### src/rtl/mbs_pkg.sv
package mbs_pkg;

   // Bus phase of the sequencer; T-states follow each other in this order.
   typedef enum logic [2:0] {
      BS_IDLE = 3'd0,
      BS_T1   = 3'd1,
      BS_T2   = 3'd2,
      BS_TW   = 3'd3,
      BS_T3   = 3'd4,
      BS_T4   = 3'd5,
      BS_HOLD = 3'd6
   } bus_state_e;

   // Width of the phase tag shown on the upper lines after T1.
   localparam int TAG_W = 4;

endpackage

### src/rtl/mbs_reset_qual.sv
module mbs_reset_qual #(
   parameter int RST_MIN = 4
) (
   input  logic clk,
   input  logic rst,
   output logic run_ok
);
   localparam int CNT_W = $clog2(RST_MIN + 1);

   generate
      if (RST_MIN < 1) begin : g_bad_min
         $error("mbs_reset_qual: RST_MIN must be at least 1");
      end

      if (RST_MIN == 1) begin : g_single
         // Any reset edge is long enough.
         assign run_ok = 1'b1;
      end else begin : g_count
         logic             rst_q;
         logic [CNT_W-1:0] rst_cnt;

         always_ff @(posedge clk) begin
            rst_q <= rst;
            if (rst) begin
               if (!rst_q)
                  rst_cnt <= CNT_W'(1);
               else if (rst_cnt != CNT_W'(RST_MIN))
                  rst_cnt <= rst_cnt + CNT_W'(1);
            end
         end

         assign run_ok = (rst_cnt == CNT_W'(RST_MIN));
      end
   endgenerate

endmodule

### src/rtl/mbs_cycle_fsm.sv
module mbs_cycle_fsm
   import mbs_pkg::*;
#(
   parameter int ADDR_W = 20,
   parameter int DATA_W = 16
) (
   input  logic              clk,
   input  logic              rst,
   input  logic              run_ok,
   input  logic              req_valid,
   input  logic              req_write,
   input  logic              req_io,
   input  logic              req_word,
   input  logic [ADDR_W-1:0] req_addr,
   input  logic [DATA_W-1:0] req_wdata,
   input  logic              ready,
   input  logic              hold,
   input  logic [DATA_W-1:0] ad_in,
   output bus_state_e        state,
   output logic              lat_write,
   output logic              lat_io,
   output logic              lat_word,
   output logic [ADDR_W-1:0] lat_addr,
   output logic [DATA_W-1:0] lat_wdata,
   output logic [DATA_W-1:0] rd_data
);
   bus_state_e nxt;

   always_comb begin
      nxt = state;
      unique case (state)
         BS_IDLE: begin
            if (run_ok && hold)           nxt = BS_HOLD;
            else if (run_ok && req_valid) nxt = BS_T1;
         end
         BS_T1:   nxt = BS_T2;
         BS_T2:   nxt = ready ? BS_T3 : BS_TW;
         BS_TW:   nxt = ready ? BS_T3 : BS_TW;
         BS_T3:   nxt = BS_T4;
         BS_T4:   nxt = hold ? BS_HOLD : BS_IDLE;
         BS_HOLD: nxt = hold ? BS_HOLD : BS_IDLE;
         default: nxt = BS_IDLE;
      endcase
   end

   always_ff @(posedge clk) begin
      if (rst) begin
         state     <= BS_IDLE;
         lat_write <= 1'b0;
         lat_io    <= 1'b0;
         lat_word  <= 1'b0;
         lat_addr  <= '0;
         lat_wdata <= '0;
         rd_data   <= '0;
      end else begin
         state <= nxt;
         if (state == BS_IDLE && nxt == BS_T1) begin
            lat_write <= req_write;
            lat_io    <= req_io;
            lat_word  <= req_word;
            lat_addr  <= req_addr;
            lat_wdata <= req_wdata;
         end
         if (state == BS_T3 && !lat_write)
            rd_data <= ad_in;
      end
   end


   wait_stretch_chk: assert property (@(posedge clk) disable iff (rst)
      ((state == BS_T2 || state == BS_TW) && !ready) |=> (state == BS_TW));


   hold_boundary_chk: assert property (@(posedge clk) disable iff (rst)
      (state == BS_HOLD) |-> ($past(state) == BS_IDLE || $past(state) == BS_T4
                              || $past(state) == BS_HOLD));


   read_capture_chk: assert property (@(posedge clk) disable iff (rst)
      (state == BS_T4 && !lat_write) |-> (rd_data == $past(ad_in)));

endmodule

### src/rtl/mbs_pin_drive.sv
module mbs_pin_drive
   import mbs_pkg::*;
#(
   parameter int ADDR_W = 20,
   parameter int DATA_W = 16
) (
   input  bus_state_e        state,
   input  logic              lat_write,
   input  logic              lat_io,
   input  logic              lat_word,
   input  logic [ADDR_W-1:0] lat_addr,
   input  logic [DATA_W-1:0] lat_wdata,
   output logic [DATA_W-1:0] ad_out,
   output logic              ad_oe,
   output logic [ADDR_W-DATA_W-1:0] a_hi,
   output logic              ale,
   output logic              rd_n,
   output logic              wr_n,
   output logic              den_n,
   output logic              dt_r,
   output logic              m_io,
   output logic              bhe_n,
   output logic              bus_oe,
   output logic              hlda,
   output logic              cyc_done
);
   localparam int HI_W = ADDR_W - DATA_W;

   logic            in_cyc, cmd_ph, addr_ph;
   logic [HI_W-1:0] tag;

   assign addr_ph = (state == BS_T1);
   assign cmd_ph  = (state == BS_T2) || (state == BS_TW) || (state == BS_T3);
   assign in_cyc  = addr_ph || cmd_ph || (state == BS_T4);
   assign tag     = {1'b1, lat_word, lat_write, lat_io};

   assign ale      = addr_ph;
   assign ad_out   = addr_ph ? lat_addr[DATA_W-1:0] : lat_wdata;
   assign ad_oe    = addr_ph || (in_cyc && lat_write);
   assign a_hi     = addr_ph ? lat_addr[ADDR_W-1:DATA_W] : (in_cyc ? tag : '0);
   assign rd_n     = !(cmd_ph && !lat_write);
   assign wr_n     = !(cmd_ph && lat_write);
   assign den_n    = !cmd_ph;
   assign dt_r     = in_cyc ? lat_write : 1'b1;
   assign m_io     = in_cyc && lat_io;
   assign bhe_n    = !(in_cyc && (lat_word || lat_addr[0]));
   assign hlda     = (state == BS_HOLD);
   assign bus_oe   = !hlda;
   assign cyc_done = (state == BS_T4);

endmodule

### src/rtl/mux_bus_sequencer.sv
module mux_bus_sequencer
   import mbs_pkg::*;
#(
   parameter int ADDR_W  = 20,
   parameter int DATA_W  = 16,
   parameter int RST_MIN = 4
) (
   input  logic              clk,
   input  logic              rst,
   input  logic              req_valid,
   input  logic [ADDR_W-1:0] req_addr,
   input  logic              req_write,
   input  logic              req_io,
   input  logic              req_word,
   input  logic [DATA_W-1:0] req_wdata,
   output logic [DATA_W-1:0] rd_data,
   output logic              cyc_done,
   output logic [DATA_W-1:0] ad_out,
   input  logic [DATA_W-1:0] ad_in,
   output logic              ad_oe,
   output logic [ADDR_W-DATA_W-1:0] a_hi,
   output logic              ale,
   output logic              rd_n,
   output logic              wr_n,
   output logic              den_n,
   output logic              dt_r,
   output logic              m_io,
   output logic              bhe_n,
   output logic              bus_oe,
   input  logic              ready,
   input  logic              hold,
   output logic              hlda
);
   localparam int HI_W = ADDR_W - DATA_W;

   generate
      if (HI_W != TAG_W) begin : g_bad_split
         $error("mux_bus_sequencer: ADDR_W - DATA_W must equal the tag width");
      end
      if (DATA_W < 2) begin : g_bad_data
         $error("mux_bus_sequencer: DATA_W too small");
      end
   endgenerate

   bus_state_e        state;
   logic              run_ok;
   logic              lat_write, lat_io, lat_word;
   logic [ADDR_W-1:0] lat_addr;
   logic [DATA_W-1:0] lat_wdata;

   mbs_reset_qual #(.RST_MIN(RST_MIN)) i_rq (
      .clk(clk), .rst(rst), .run_ok(run_ok)
   );

   mbs_cycle_fsm #(.ADDR_W(ADDR_W), .DATA_W(DATA_W)) i_fsm (
      .clk(clk), .rst(rst), .run_ok(run_ok),
      .req_valid(req_valid), .req_write(req_write), .req_io(req_io),
      .req_word(req_word), .req_addr(req_addr), .req_wdata(req_wdata),
      .ready(ready), .hold(hold), .ad_in(ad_in),
      .state(state), .lat_write(lat_write), .lat_io(lat_io),
      .lat_word(lat_word), .lat_addr(lat_addr), .lat_wdata(lat_wdata),
      .rd_data(rd_data)
   );

   mbs_pin_drive #(.ADDR_W(ADDR_W), .DATA_W(DATA_W)) i_pins (
      .state(state), .lat_write(lat_write), .lat_io(lat_io),
      .lat_word(lat_word), .lat_addr(lat_addr), .lat_wdata(lat_wdata),
      .ad_out(ad_out), .ad_oe(ad_oe), .a_hi(a_hi), .ale(ale),
      .rd_n(rd_n), .wr_n(wr_n), .den_n(den_n), .dt_r(dt_r),
      .m_io(m_io), .bhe_n(bhe_n), .bus_oe(bus_oe), .hlda(hlda),
      .cyc_done(cyc_done)
   );


   ale_single_chk: assert property (@(posedge clk) disable iff (rst)
      ale |=> !ale);


   cmd_after_ale_chk: assert property (@(posedge clk) disable iff (rst)
      ($fell(rd_n) || $fell(wr_n)) |-> $past(ale));


   grant_clean_chk: assert property (@(posedge clk) disable iff (rst)
      $rose(hlda) |-> ($past(rd_n) && $past(wr_n) && $past(den_n)));


   done_single_chk: assert property (@(posedge clk) disable iff (rst)
      cyc_done |=> !cyc_done);


   unqualified_idle_chk: assert property (@(posedge clk) disable iff (rst)
      !run_ok |-> (!ale && !hlda));

endmodule

### config.mk
export PLATFORM = sky130hd
export DESIGN_NAME = mux_bus_sequencer
export DESIGN_NICKNAME = d
export VERILOG_FILES = /design/src/rtl/mbs_pkg.sv /design/src/rtl/mbs_reset_qual.sv /design/src/rtl/mbs_cycle_fsm.sv /design/src/rtl/mbs_pin_drive.sv /design/src/rtl/mux_bus_sequencer.sv
export SDC_FILE = /design/constraint.sdc
export NUM_CORES = 1
export LEC_CHECK = 0
export BUFFER_PORTS_ARGS = -buffer_cell sky130_fd_sc_hd__buf_2
export CAP_MARGIN = 10
export CORE_UTILIZATION = 53
export DETAILED_ROUTE_END_ITERATION = 7
export PLACE_DENSITY = 0.9
export SLEW_MARGIN = 20
export SYNTH_ARGS = -nofsm -noshare
export SYNTH_HDL_FRONTEND = slang
export SYNTH_SLANG_ARGS = --single-unit
### constraint.sdc
create_clock -name clk -period 2.6 [get_ports clk]
set_input_delay 0 -clock clk [delete_from_list [all_inputs] [get_ports clk]]
set_output_delay 0 -clock clk [all_outputs]
set_load 0.01 [all_outputs]
==> results.txt, run 1 <==
status: completed
Hold WC Path Type: in2reg
die width: 75.5 µm
Max Cap Violations: 0
Slew HR: 0.429
Post-Syn Instances: 319
commonest cells after routing, fill and taps aside: nand2_1 (113), buf_2 (106), dfxtp_1 (59)
total gr overflow: 0
Area Overhead vs Synth: 44.1%
crit-path max cell delay: 700 ps
first-pass GRT wire length: 11.5 mm
CP Buf/Inv Count: 2
Ports: 107
Critical Path RT: 2600 ps
vias in the first global route: 2,608
WHS: 64.5 ps
post-route setup TNS: 0 ps
hold endpoint: i_fsm.state[2]
unique cell type count in the Yosys netlist: 36
aggregate routed wire length: 7.58 mm
# rows: 26
H-tree Lvls: 3
CP delay by family, top: flip-flops
Slowest cell on crit path: dfxtp_1
DRT Pass-1 Iters: 5
DIE AREA: 5700 µm²
Startpoint Class: flip-flop
Area after DPL: 3390 µm²
Worst Tran Pin Value: 855 ps
CTS tree: yes
Tmin final: 2140 ps
chip height: 75.5 µm
Final Instance Area: 4130 µm²
ANT cells: 0
ys async rst share: 0
Crit Reg-Reg Endpoint: i_fsm.rd_data[15]
largest net degree at the start of global routing: 56
post-CTS sizing: 0
Setup Fix Bufs, Post-CTS: 0
ranking of synthesized cells by area: dfxtp_1 (41%), nand2_1 (15%), mux2i_1 (14%)
# DRC: 0
Placed Cells: 475
GPL Wtd Cong: 0.760
sequential fraction of the synthesis area: 0.444
CTS Root Cell: clkbuf_8
Main synth FF type: dfxtp_1
FMAX: 467 MHz
Leak: 1.82 nW
DRT iter0 DRCs: 135
hold path start: hold
Clock Sinks: 62
initial antenna violation count: 0
vias: 2,756
layout cells sized above 1: 0.306
clk buf depth: 2
Via density: 5.04
final net count: 535
WHS Path Cells: 4
R2R cell count: 3
Final Slew Violations: 0
CP Max Fanout: 21
Max rail drop VDD: 0.454 mV
Arrival @ worst endpoint: 2140 ps
Fill cells: 303
Ys Warns: 0
hold buffers post-CTS: 57
largest area contributor in the netlist: dfxtp_1
Skew-Pair Late Insertion Delay: 330 ps
Fin Clk Skew: 5.18 ps
Detailed Place HPWL: 4.15 mm
syn avg cell area: 8.98 µm²
Post-synth EDFFs: 3
flops & latches, synth: 62
pwr/cell area: 560 nW/µm²
most common cell after layout, fill and taps aside: nand2_1
Starting Density: 0.554
PortBufs: 106
flop2flop setup slack: 620 ps
post-route clock period utilization: 0.824
RSZ-0062 raised after global routing: no
reg-to-reg startpoint: i_fsm.state[2]
Worst-path clk slew: 70 ps
final setup fails: 0
Crit Path Class: reg2out
routed length per instance: 13.9 µm
Critical Path Sink Type: primary output
core area: 5170 µm²
synthesized cell area: 2870 µm²
CTS buffer count: 9
gr usage total: 0.277
fin cells: 547
post-route ant nets: 0
Fin. Hold Viols: 0
top cell type's share of synthesized area: 0.412
syn nets: 381
total power: 2.31 mW
worst path cell trace: nor3b_4, buf_4, mux2_2, buf_2
==> how the worst max path moves through the flow <==
stage	from	to	slack (ps)	depth (start not counted)
4_1_cts	i_fsm.state[0]	ad_out[10]	470	4
3_5_place_dp	i_fsm.state[2]	i_fsm.rd_data[9]	700	3
3_3_place_gp	i_fsm.state[2]	i_fsm.rd_data[7]	780	3
2_1_floorplan	i_rq.g_count.rst_cnt[0]	i_fsm.lat_addr[0]	1020	7
6_report	i_fsm.state[0]	ad_out[10]	460	4
5_1_grt	i_fsm.state[0]	ad_out[13]	370	4
==> flip-flops by register name, summed over array words and instances (netlist names) <==
register	cells
i_fsm.lat_addr	20
i_fsm.lat_io	1
i_fsm.lat_wdata	16
i_fsm.lat_word	1
i_fsm.lat_write	1
i_fsm.rd_data	16
i_fsm.state	3
i_rq.g_count.rst_cnt	3
i_rq.g_count.rst_q	1
==> worst min-delay path, stage by stage <==
cell and delay (ps):
buf_2 110, nand2b_1 60, a21oi_1 50, o2bb2ai_1 120
==> final cells by class <==
cell class / instances / area (µm²) / area share
clock buffers: 14 / 163 / 0.0394
clock inverters: 1 / 5.00 / 0.00121
inverters: 4 / 15.0 / 0.00364
multi-input cells: 229 / 1450 / 0.350
flip-flops and latches: 62 / 1270 / 0.308
well taps: 70 / 87.6 / 0.0212
repair buffers: 167 / 1140 / 0.277
==> per-layer routing <==
metal,part of all wire,up-vias,track usage
li1,-,1372,-
met1,0.40,1255,0.287
met2,0.51,103,0.493
met3,0.053,26,0.0754
met4,0.035,0,0.181
met5,0,-,0
==> Yosys cell counts, types with 4 or more instances <==
| library cell | n |
|---|---|
| buf_6 | 4 |
| buf_2 | 7 |
| nor2_1 | 4 |
| a21oi_1 | 20 |
| mux2i_1 | 39 |
| nand2b_1 | 4 |
| clkbuf_1 | 10 |
| mux2_2 | 17 |
| dfxtp_1 | 59 |
| nand2_1 | 113 |
==> stage by stage <==
step	util	setup WS [ps]
floorplan	-	1020
global placement	0.656	780
detailed placement	0.656	704
CTS	0.799	467
global route	0.799	372
finish	0.799	457
==> where the power goes <==
group | switching (mW) | total (mW) | internal (mW)
registers | 0.0745 | 1.08 | 1.01
logic | 0.250 | 0.497 | 0.247
clock network | 0.339 | 0.732 | 0.392
total | 0.663 | 2.31 | 1.65
==> cells by family (layout without fill, tap and decap cells) <==
kind of cell	Yosys count	count (layout)	synth area share
and+or+nand+nor	136	136	0.212
DFF	62	62	0.444
muxes	56	56	0.203
AOI/OAI and AO/OA	33	33	0.0725
buffers and inverters	28	186	0.0541
adders and majority gates	2	2	0.00873
xor gates and xnor gates	2	2	0.00611
Power figures use the tool's default switching activity.
==> run 2: changes to the inputs <==
--- a/config.mk
+++ b/config.mk
@@ -7,9 +7,9 @@
 export LEC_CHECK = 0
 export BUFFER_PORTS_ARGS = -buffer_cell sky130_fd_sc_hd__buf_2
 export CAP_MARGIN = 10
-export CORE_UTILIZATION = 53
+export CORE_UTILIZATION = 49
 export DETAILED_ROUTE_END_ITERATION = 7
-export PLACE_DENSITY = 0.9
+export PLACE_DENSITY = 0.85
 export SLEW_MARGIN = 20
 export SYNTH_ARGS = -nofsm -noshare
 export SYNTH_HDL_FRONTEND = slang
==> constraint.sdc (replaced) <==
create_clock -name clk -period 2.1 [get_ports clk]
set_input_delay 0 -clock clk [delete_from_list [all_inputs] [get_ports clk]]
set_output_delay 0 -clock clk [all_outputs]
set_load 0.01 [all_outputs]
==> results.txt, run 2 (synthesis gave the netlist of run 1 again) <==
status: completed (unchanged)
Area after DPL: 3410 µm² (was 3390 µm²)
ANT cells: 0 (unchanged)
FMAX: 508 MHz
R2R cell count: 6 (was 3)
CTS Root Cell: clkbuf_8 (unchanged)
Max rail drop VDD: 0.451 mV (was 0.454 mV)
die width: 78.5 µm (was 75.5 µm)
Fin Clk Skew: 8.12 ps (was 5.18 ps)
post-route ant nets: 0 (unchanged)
Hold WC Path Type: in2reg (unchanged)
Slew HR: 0.642 (was 0.429)
Setup Fix Bufs, Post-CTS: 0 (unchanged)
aggregate routed wire length: 7.47 mm (was 7.58 mm)
Skew-Pair Late Insertion Delay: 330 ps (about the same)
Via density: 4.96 (was 5.04)
Top Registers: i_fsm.lat_addr: 20 flops, i_fsm.lat_wdata: 16 flops, i_fsm.rd_data: 16 flops (unchanged)
Worst-path clk slew: 60 ps (was 70 ps)
CTS buffer count: 9 (unchanged)
CTS tree: yes (unchanged)
end-of-flow core utilization: 0.741 (was 0.799)
Crit Path Class: reg2out (unchanged)
H-tree Lvls: 3 (unchanged)
most common cell after layout, fill and taps aside: nand2_1 (unchanged)
Ports: 107 (unchanged)
Starting Density: 0.514 (was 0.554)
final net count: 538 (was 535)
PortBufs: 106 (unchanged)
Reg with most FFs: i_fsm.lat_addr (unchanged)
Area Overhead vs Synth: 44.1% (about the same)
final setup fails: 0 (unchanged)
largest net degree at the start of global routing: 59 (was 56)
Leak: 1.83 nW (was 1.82 nW)
Clock Sinks: 62 (unchanged)
max reg flops: 20 (unchanged)
# DRC: 0 (unchanged)
Max Cap Violations: 0 (unchanged)
post-route setup TNS: 0 ps (unchanged)
# rows: 27 (was 26)
hold endpoint: i_rq.g_count.rst_q (was i_fsm.state[2])
hold path start: rst (was hold)
Fin. Hold Viols: 0 (unchanged)
Critical Path Sink Type: primary output (unchanged)
CP Max Fanout: 10 (was 21)
flop2flop setup slack: 280 ps (was 620 ps)
post-route clock period utilization: 0.938
core area: 5570 µm² (was 5170 µm²)
Worst Tran Pin Value: 538 ps (was 855 ps)
gr usage total: 0.257 (was 0.277)
DRT iter0 DRCs: 110 (was 135)
Tmin final: 1970 ps
total gr overflow: 0 (unchanged)
GPL Wtd Cong: 0.781 (was 0.760)
GRT Max-Usage Layer: met2 (unchanged)
pwr/cell area: 686 nW/µm² (was 560 nW/µm²)
routed length per instance: 13.6 µm (was 13.9 µm)
Critical Path RT: 2100 ps (was 2600 ps)
layout cells sized above 1: 0.313 (was 0.306)
DIE AREA: 6160 µm² (was 5700 µm²)
chip height: 78.5 µm (was 75.5 µm)
met2 usage: 0.470 (was 0.493)
initial antenna violation count: 0 (unchanged)
Crit Reg-Reg Endpoint: i_fsm.lat_wdata[3] (was i_fsm.rd_data[15])
Final Slew Violations: 0 (unchanged)
Detailed Place HPWL: 4.32 mm (was 4.15 mm)
Final Instance Area: 4130 µm² (about the same)
vias: 2,733 (was 2,756)
DRT Pass-1 Iters: 5 (unchanged)
WHS Path Cells: 1 (was 4)
Startpoint Class: flip-flop (unchanged)
Arrival @ worst endpoint: 1970 ps (was 2140 ps)
first-pass GRT wire length: 12.1 mm (was 11.5 mm)
vias in the first global route: 2,676 (was 2,608)
met1 global-route usage: 0.273 (was 0.287)
RSZ-0062 raised after global routing: no (unchanged)
GRT met3 Usage: 0.0640 (was 0.0754)
total power: 2.83 mW (was 2.31 mW)
commonest cells after routing, fill and taps aside: nand2_1 (113), buf_2 (106), dfxtp_1 (59) (unchanged)
reg-to-reg startpoint: i_rq.g_count.rst_cnt[0] (was i_fsm.state[2])
clk buf depth: 2 (unchanged)
run 2: changes by cell type in the layout (fill, tap and decap cells not counted):
cell,before,now
clkbuf_1,3,2
clkinv_2,1,2
dlygate4sd3_1,57,56
buf_12,1,0
clkbuf_8,11,10
buf_4,3,8
run 2: power by group:
group          switching [mW]  internal, mW  total, mW  leakage (nW)
Combinational           0.347         0.321      0.669          1.24
Sequential             0.0543          1.25       1.30         0.506
Clock                   0.417         0.444      0.861        0.0821
Total                   0.818          2.01       2.83          1.83
run 2: final cells by class:
cell class / instances / area [µm²]
inverter: 4 / 15.0
clock buffer: 12 / 145
tap: 72 / 90.1
clock inverter: 2 / 10.0
multi-input combinational: 229 / 1450
timing repair buffer: 170 / 1150
sequential: 62 / 1270
fill: 399 / 1450
run 2: timing repair:
item,CTS,global route
hold buffers,56,0
setup endpoints to repair,0,0
gates resized for setup,0,0
endpoints found under the hold margin,56,0
run 2: how the worst max path moves through the flow:
stage	start	to	slack, ps	cells after the start
after global routing	i_fsm.state[1]	rd_n	10	5
after floorplan	i_rq.g_count.rst_cnt[0]	i_fsm.lat_addr[0]	520	7
after detailed placement	i_rq.g_count.rst_cnt[0]	i_fsm.lat_addr[8]	330	6
after CTS	i_fsm.state[1]	rd_n	110	5
after global placement	i_rq.g_count.rst_cnt[0]	i_fsm.lat_wdata[11]	450	6
final	i_fsm.state[1]	rd_n	130	5
run 2: through the flow:
stage | hold WS (ps) | worst slack [ps] | std cells
floorplan | 27.7 | 522 | 319
global placement | 241 | 449 | 481
detailed placement | 249 | 332 | 481
CTS | 7.52 | 112 | 551
global route | 30.6 | 12.6 | 551
finish | 25.9 | 130 | 551
run 2: worst max-delay path: stages, from the launching register on:
cell,delay (ps)
dfxtp_1,610
buf_4,250
nor2b_1,250
nor2_1,100
or2_2,290
buf_2,140
run 2: layer usage:
metal,vias to the layer above,share of wire
li1,1373,-
met1,1246,0.42
met2,94,0.51
met3,20,0.046
met4,0,0.028
met5,-,0
